--- src/rtl/e1sp_pkg.sv ---
package e1sp_pkg;
    localparam int CRC_W    = 4;
    localparam int PAIR_W   = 3;
    localparam int MFAS_W   = (2 ** PAIR_W) - 2;
    localparam logic [CRC_W-1:0]  CRC_POLY = 4'b0011;
    localparam logic [MFAS_W-1:0] MFAS_PAT = 6'b001011;

    typedef struct packed {
        logic              fs_prev;
        logic [PAIR_W-1:0] pair;
    } trk_state_t;

    typedef struct packed {
        logic [CRC_W-1:0] crc;
        logic [CRC_W-1:0] hold;
    } crc_state_t;

    typedef struct packed {
        logic dout;
    } out_state_t;
endpackage

--- src/rtl/e1sp_frame_trk.sv ---
module e1sp_frame_trk
    import e1sp_pkg::*;
#(
    parameter int P_W = PAIR_W
) (
    input  logic           clk,
    input  logic           rst_n,
    input  logic           fs_i,
    input  logic           sync_i,
    output logic           start_o,
    output logic           smf_start_o,
    output logic [P_W-1:0] pair_o
);
    localparam int SUB_W = P_W - 1;

    trk_state_t st_d, st_q;

    always_comb begin
        st_d         = st_q;
        st_d.fs_prev = fs_i;
        start_o      = fs_i & ~st_q.fs_prev;
        smf_start_o  = start_o & sync_i & (st_q.pair[SUB_W-1:0] == '0);
        if (start_o && !sync_i) begin
            st_d.pair = st_q.pair + 1'b1;
        end
        pair_o = st_q.pair;
    end

    always_ff @(posedge clk or negedge rst_n) begin
        if (!rst_n) begin
            st_q <= '0;
        end else begin
            st_q <= st_d;
        end
    end
endmodule

--- src/rtl/e1sp_crc_eng.sv ---
module e1sp_crc_eng
    import e1sp_pkg::*;
#(
    parameter int               W    = CRC_W,
    parameter logic [W-1:0]     POLY = CRC_POLY
) (
    input  logic         clk,
    input  logic         rst_n,
    input  logic         smf_start_i,
    input  logic         bit_i,
    output logic [W-1:0] word_o
);
    crc_state_t st_d, st_q;
    logic [W-1:0] base;
    logic         fb;

    always_comb begin
        st_d = st_q;
        base = smf_start_i ? '0 : st_q.crc;
        fb   = bit_i ^ base[W-1];
        st_d.crc = {base[W-2:0], 1'b0} ^ (fb ? POLY : '0);
        if (smf_start_i) begin
            st_d.hold = st_q.crc;
        end
        word_o = smf_start_i ? st_q.crc : st_q.hold;
    end

    always_ff @(posedge clk or negedge rst_n) begin
        if (!rst_n) begin
            st_q <= '0;
        end else begin
            st_q <= st_d;
        end
    end
endmodule

--- src/rtl/e1sp_spare_sel.sv ---
module e1sp_spare_sel
    import e1sp_pkg::*;
#(
    parameter int P_W = PAIR_W,
    parameter int W   = CRC_W
) (
    input  logic           crc_en_i,
    input  logic           sync_i,
    input  logic [P_W-1:0] pair_i,
    input  logic [W-1:0]   word_i,
    input  logic           usr_s_i,
    input  logic           usr_n_i,
    output logic           spare_o
);
    localparam int SUB_W = P_W - 1;
    localparam int MF_W  = (2 ** P_W) - 2;

    logic [SUB_W-1:0] crc_idx;
    logic [P_W-1:0]   mf_idx;

    always_comb begin
        crc_idx = SUB_W'(W - 1) - pair_i[SUB_W-1:0];
        mf_idx  = P_W'(MF_W - 1) - pair_i;
        if (!crc_en_i) begin
            spare_o = sync_i ? usr_s_i : usr_n_i;
        end else if (sync_i) begin
            spare_o = word_i[crc_idx];
        end else if (pair_i < P_W'(MF_W)) begin
            spare_o = MFAS_PAT[mf_idx];
        end else if (pair_i == P_W'(MF_W)) begin
            spare_o = usr_s_i;
        end else begin
            spare_o = usr_n_i;
        end
    end
endmodule

--- src/rtl/e1_spare_gen.sv ---
module e1_spare_gen
    import e1sp_pkg::*;
#(
    parameter int P_W = PAIR_W,
    parameter int W   = CRC_W
) (
    input  logic clk,
    input  logic rst_n,
    input  logic fs_i,
    input  logic sync_i,
    input  logic crc_en_i,
    input  logic data_i,
    input  logic usr_s_i,
    input  logic usr_n_i,
    output logic data_o
);
    logic           frame_start;
    logic           smf_start;
    logic [P_W-1:0] pair_cnt;
    logic [W-1:0]   crc_word;
    logic           spare_bit;
    logic           crc_bit;
    out_state_t     out_d, out_q;

    e1sp_frame_trk #(.P_W(P_W)) u_trk (
        .clk         (clk),
        .rst_n       (rst_n),
        .fs_i        (fs_i),
        .sync_i      (sync_i),
        .start_o     (frame_start),
        .smf_start_o (smf_start),
        .pair_o      (pair_cnt)
    );

    e1sp_crc_eng #(.W(W), .POLY(CRC_POLY)) u_crc (
        .clk         (clk),
        .rst_n       (rst_n),
        .smf_start_i (smf_start),
        .bit_i       (crc_bit),
        .word_o      (crc_word)
    );

    e1sp_spare_sel #(.P_W(P_W), .W(W)) u_sel (
        .crc_en_i (crc_en_i),
        .sync_i   (sync_i),
        .pair_i   (pair_cnt),
        .word_i   (crc_word),
        .usr_s_i  (usr_s_i),
        .usr_n_i  (usr_n_i),
        .spare_o  (spare_bit)
    );

    always_comb begin
        out_d.dout = frame_start ? spare_bit : data_i;
        crc_bit    = (frame_start && sync_i) ? 1'b0 : out_d.dout;
    end

    always_ff @(posedge clk or negedge rst_n) begin
        if (!rst_n) begin
            out_q <= '0;
        end else begin
            out_q <= out_d;
        end
    end

    assign data_o = out_q.dout;
endmodule

--- config.mk ---
export PLATFORM = sky130hd
export DESIGN_NAME = e1_spare_gen
export DESIGN_NICKNAME = d
export VERILOG_FILES = /design/src/rtl/e1sp_pkg.sv /design/src/rtl/e1sp_frame_trk.sv /design/src/rtl/e1sp_crc_eng.sv /design/src/rtl/e1sp_spare_sel.sv /design/src/rtl/e1_spare_gen.sv
export SDC_FILE = /design/constraint.sdc
export NUM_CORES = 1
export LEC_CHECK = 0
export CAP_MARGIN = 40
export CORE_ASPECT_RATIO = 1.1
export CORE_MARGIN = 5
export CORE_UTILIZATION = 49
export CTS_BUF_LIST = sky130_fd_sc_hd__clkbuf_4
export CTS_CLUSTER_DIAMETER = 60
export CTS_CLUSTER_SIZE = 30
export DETAILED_ROUTE_END_ITERATION = 12
export HOLD_SLACK_MARGIN = 0.08
export MAX_ROUTING_LAYER = met4
export PLACE_DENSITY = 0.8
export SKIP_LAST_GASP = 1
export SLEW_MARGIN = 40
export SYNTH_ARGS = -nofsm -noshare
export SYNTH_HDL_FRONTEND = slang
export SYNTH_SLANG_ARGS = --single-unit
--- constraint.sdc ---
create_clock -name clk -period 3.3 [get_ports clk]
set_input_delay 0.66 -clock clk [delete_from_list [all_inputs] [get_ports clk]]
set_output_delay 0.66 -clock clk [all_outputs]
set_load 0.02 [all_outputs]
Word-level counts from Yosys, hierarchy flattened
Memory sizes are Yosys's and may differ from the RTL's.
Index checks and enable logic that the tools add are counted.
Widths: inputs -> output; s select.
{"block": "classes", "shifts": 0, "reduce_logical": 4, "n_lt_le_gt_ge": 3, "addsub": 3, "mux": 13, "multipliers": 0, "bitwise": 6, "n_eq_ne": 1, "div_mod_pow": 0}
{"op": "$mux 1", "n": 9}
{"op": "$mux 4", "n": 2}
{"op": "$lt 3x4->1 const B", "n": 1}
{"op": "$xor 4x4->4", "n": 1}
{"op": "$add 3x1->3 const B", "n": 1}
{"op": "$and 1x1->1", "n": 3}
{"op": "$eq 3x3->1 const B", "n": 1}
{"op": "$lt 2x3->1 const B", "n": 1}
{"op": "$lt 3x3->1 const B", "n": 1}
{"op": "$sub 3x3->3 const A", "n": 1}
{"op": "$bmux 1 s2", "n": 1}
{"op": "$logic_and 1x1->1", "n": 2}
{"op": "$logic_not 2->1", "n": 1}
{"op": "$mux 2", "n": 1}
{"op": "$sub 2x2->2 const A", "n": 1}
{"op": "$logic_not 1->1", "n": 1}
{"op": "$not 1->1", "n": 1}
{"op": "$xor 1x1->1", "n": 1}
{"block": "word_totals", "latch_bits": 0, "inputBits": 8, "out_inout_bits": 1, "mem_count": 1, "ramBits": 0, "ff_bits": 13, "romBits": 8, "word_cells": 36}
{"name": "(no name shown)", "depth": 8, "word_bits": 1, "rd": 1, "rd_ports_with_merged_regs": 0, "write_ports": 0, "line_no": "e1sp_spare_sel.sv:29", "source": "spare_o = MFAS_PAT[mf_idx];"}

Logic depth before layout (Yosys ltp)
{"block": "depth", "word_depth": 14, "mapped_depth": 6, "ltp_nobuf": 6}

Cells and area by module
From an unflattened synthesis, not the netlist that was laid out.
{"block": "unflattened", "cells_unflattened": 61, "hier_area_um2": 726.9}
{"mod": "e1sp_crc_eng", "instances": 1, "seq_area_each_um2": 200.2, "area_each_um2": 329.1, "cells_each": 24}
{"mod": "e1sp_frame_trk", "instances": 1, "seq_area_each_um2": 100.1, "area_each_um2": 221.5, "cells_each": 18}
{"mod": "e1sp_spare_sel", "instances": 1, "seq_area_each_um2": 0.0, "area_each_um2": 123.9, "cells_each": 14}
{"mod": "e1_spare_gen", "instances": 1, "seq_area_each_um2": 25.0, "area_each_um2": 52.6, "cells_each": 5}

Worst setup path before layout
No wires, ideal clock.
{"block": "synth_path", "path_kind": "reg2reg", "start": "register u_trk.st_q, in the netlist u_trk.pair_o[0]", "end": "register out_q (netlist: data_o)", "arrival_ps": 1640, "setup_slack_ps": 1537, "path_stages_with_launch": 7, "n_path_buf": 0, "setup_time_ps": 123, "period_less_slack_ps": 1763, "path_cell_list": "dfrtp_1 > inv_1 > ha_1 > nand4b_4 > mux4_2 > nor3b_2 > o21ai_1"}
{"block": "synth_between", "elab_cells_between_ends": 16, "classes_between": "add/sub: 2; order compare: 1; eq/ne: 1; mux: 9; bitwise: 1; reduce/logical: 1; memory: 1"}
{"element": "start, declared", "line_no": "e1sp_frame_trk.sv:16", "source": "trk_state_t st_d, st_q;"}
{"element": "start signal, assigned", "line_no": "e1sp_frame_trk.sv:33", "source": "st_q <= st_d;"}
{"element": "$sub 2x2->2", "line_no": "e1sp_spare_sel.sv:22", "source": "crc_idx = SUB_W'(W - 1) - pair_i[SUB_W-1:0];"}
{"element": "net u_sel.crc_idx[0]", "line_no": "e1sp_spare_sel.sv:18", "source": "logic [SUB_W-1:0] crc_idx;"}
{"element": "$bmux 1 s2", "line_no": "e1sp_spare_sel.sv:27", "source": "spare_o = word_i[crc_idx];"}
{"element": "$mux 1 (not written as such)", "line_no": "e1sp_spare_sel.sv:27"}
{"element": "$mux 1", "line_no": "e1sp_spare_sel.sv:26", "source": "end else if (sync_i) begin"}
{"element": "$mux 1", "line_no": "e1sp_spare_sel.sv:24", "source": "if (!crc_en_i) begin"}
{"element": "$mux 1", "line_no": "e1_spare_gen.sv:54", "source": "out_d.dout = frame_start ? spare_bit : data_i;"}
{"element": "net out_d", "line_no": "e1_spare_gen.sv:23", "source": "out_state_t out_d, out_q;"}
{"element": "end signal, assigned", "line_no": "e1_spare_gen.sv:62", "source": "out_q <= out_d;"}
{"element": "end, declared", "line_no": "e1_spare_gen.sv:23"}
The timed path passes the listed nets, and every way through them passes these cells. The select of a mux whose other input is x is not followed.
A chain may end at the register's enable or synchronous reset.

==> reports/results.tsv <==
metric	value	unit
p_comb_share	37.6	%
p_switching	211.8	uW
drt-initial-drc-count	2	
drc	0	
ctsResizeCount	0	
rows	14	
gp_congestion	0.8122	
fin_nets	81	
power_frac_seq	45.7	%
post_drt_wl_per_cell	14.64	um
ioPinCount	9	
postCtsSetupRepairBufs	0	
fillCellCount	116	
critPathKind	primary input to flop	
ys_ff_latch	13	
antenna_found_initial	0	
endpoint_kind	flop	
mappedNetlistArea	700.7	sq um
syn-mean-instance-area	12.51	sq um
cp_max_fo	6	
syn_inst	56	
most-common-layout-cells	dfrtp_1 (13), clkdlybuf4s50_1 (8), nand2_1 (6)	
cts_hold_buf	0	
period_share	72.08	%
p_leak	0.3816	nW
crit_start	sync_i	
synthArstFlopShare	100.0	%
grt_overflow_total	0	
cts_htree_levels	1	
maxCapViolCount	0	
rr_worst_depth	6	
powerDensity	767.2	nW/um^2
tritoncts	built	
worstSetupStartpointType	primary input	
critPathCapture	u_crc.st_q[5]	
finalCriticalPeriod	2.379	ns
rsz0062_at_grt	false	
grt_usage	13.96	%
final_common_cell	dfrtp_1	
relSlewSlack	56.17	%
grt_max_degree	14	
core	1366	sq um
tightest_slew	0.6560	ns
status	complete, no violations	
clock_latency	0.28	ns
setup_viol_count_final	0	
skew	0.001445	ns
die_h	49.66	um
ys_seq_area_share	46.43	%
die_x	46.06	um
r2r_start	u_trk.pair_o[0]	
p_sw_share	33.22	%
start_util	51.28	%
ir_drop	0.3744	mV
die_area	2287	sq um
area_growth	18.57	%
slew_viol_final	0	
holdCritPathClass	flop to flop	
r2r_slack	1.39	ns
clk_path_buf_depth	2	
clkTransAtPathRegs	0.08	ns
hold_viol	0	
synthesis.nets	68	
vias_per_cell	5.667	
wirelength	1230	um
port_buffers	8	
antenna_left	0	
grt_pass1_wl	2242	um
cts_buffers	3	
required	3.50	ns
synth_ff_type	dfrtp_1	
cts_sinks	13	
cts-root-buf	clkbuf_4	
reg2reg_to	data_o	
fmax	420.4	MHz
drtPass1Iterations	4	
cp.arrival	2.58	ns
drive_above_1_share	22.06	%
hold_depth	1	
holdWs	0.4816	ns
yosysUniqueCellTypes	21	
power_frac_clock	16.7	%
grt_pass1_vias	503	
synth-edff-count	0	
hpwlAfterDp	932.4	um
tns	0	ns
p_int	425.7	uW
diodes	0	
dr_total_vias	476	
fin_util	60.81	%
ys_warn_count	0	
==> kinds of logic (layout without fill, tap and decap cells) <==
group	Yosys count	in the layout	share of synthesized area, %
AO/OA/AOI/OAI	9	9	8.215
XOR/XNOR	3	3	3.751
adder cells (fa/ha/maj)	4	4	7.143
buffers and inverters	4	16	2.142
flip-flops	13	13	46.43
multiplexers	10	10	18.75
AND/OR/NAND/NOR	13	13	13.57
==> state kept, by name (all words and copies together) (netlist names) <==
signal        flops
data_o            1
u_crc.st_q        8
u_trk.pair_o      3
u_trk.st_q        1
==> worst min path at each step <==
| stage | startpoint | endpoint | slack, ns |
|---|---|---|---|
| 2_1_floorplan | rst_n | data_o | 0.36 |
| 3_3_place_gp | u_trk.pair_o[2] | u_trk.pair_o[2] | 0.46 |
| 6_report | u_trk.pair_o[2] | u_trk.pair_o[2] | 0.48 |
| 4_1_cts | u_trk.pair_o[2] | u_trk.pair_o[2] | 0.49 |
| 3_5_place_dp | u_trk.pair_o[2] | u_trk.pair_o[2] | 0.47 |
| 5_1_grt | u_trk.pair_o[2] | u_trk.pair_o[2] | 0.53 |
==> worst max-delay path, cell delays in order <==
cell and delay, ns:
clkdlybuf4s50_1 0.55, nor3b_1 0.62, o21ai_0 0.19, o21ai_1 0.32, mux2i_1 0.24
==> layout make-up <==
cell class | count | area [sq um] | share of cell area (%)
inverters | 4 | 15.01 | 1.807
well taps | 16 | 20.02 | 2.410
repair buffers | 8 | 80.08 | 9.639
multi-input cells | 39 | 360.3 | 43.37
flip-flops and latches | 13 | 325.3 | 39.16
clock buffers | 4 | 30.03 | 3.614
==> synthesized netlist by cell type (2+ instances only) <==
cell,count,share of area [%]
and2_2,2,2.1
dfrtp_1,13,46
ha_1,4,7.1
inv_1,4,2.1
mux2_2,5,8.0
mux2i_1,3,4.3
mux4_2,2,6.4
nand2_1,6,3.2
nor3b_1,2,2.1
o21ai_0,2,1.4
o21ai_1,2,1.4
xnor2_1,2,2.5
==> metrics by stage <==
stage	std cells	total power [mW]	setup slack, ns	area, sq um
3_3_place_gp	80	0.5270	0.7021	800.8
5_1_grt	84	0.7010	0.7139	830.8
3_5_place_dp	80	0.5376	0.6412	800.8
4_1_cts	84	0.6483	0.9239	830.8
2_1_floorplan	56	0.4694	1.537	700.7
6_report	84	0.6374	0.9213	830.8
==> routing by layer <==
metal / part of all wire (%) / vias to the layer above / wire, um / GRT usage, %
met4: 2.8 / 0 / 35 / 8.531
met1: 43 / 233 / 531 / 18.29
li1: - / 226 / - / -
met5: 0 / - / 0 / -
met2: 48 / 12 / 592 / 19.04
met3: 5.8 / 5 / 71 / 3.273
==> power by group through the flow <==
stage | Clock (mW) | Sequential, mW | Combinational [mW]
final | 0.106 | 0.291 | 0.240
after CTS | 0.111 | 0.293 | 0.244
after global routing | 0.117 | 0.307 | 0.277
after floorplan | 0 | 0.281 | 0.189
after global placement | 0 | 0.292 | 0.235
after detailed placement | 0 | 0.297 | 0.241
(Power assumes the default switching activity.)
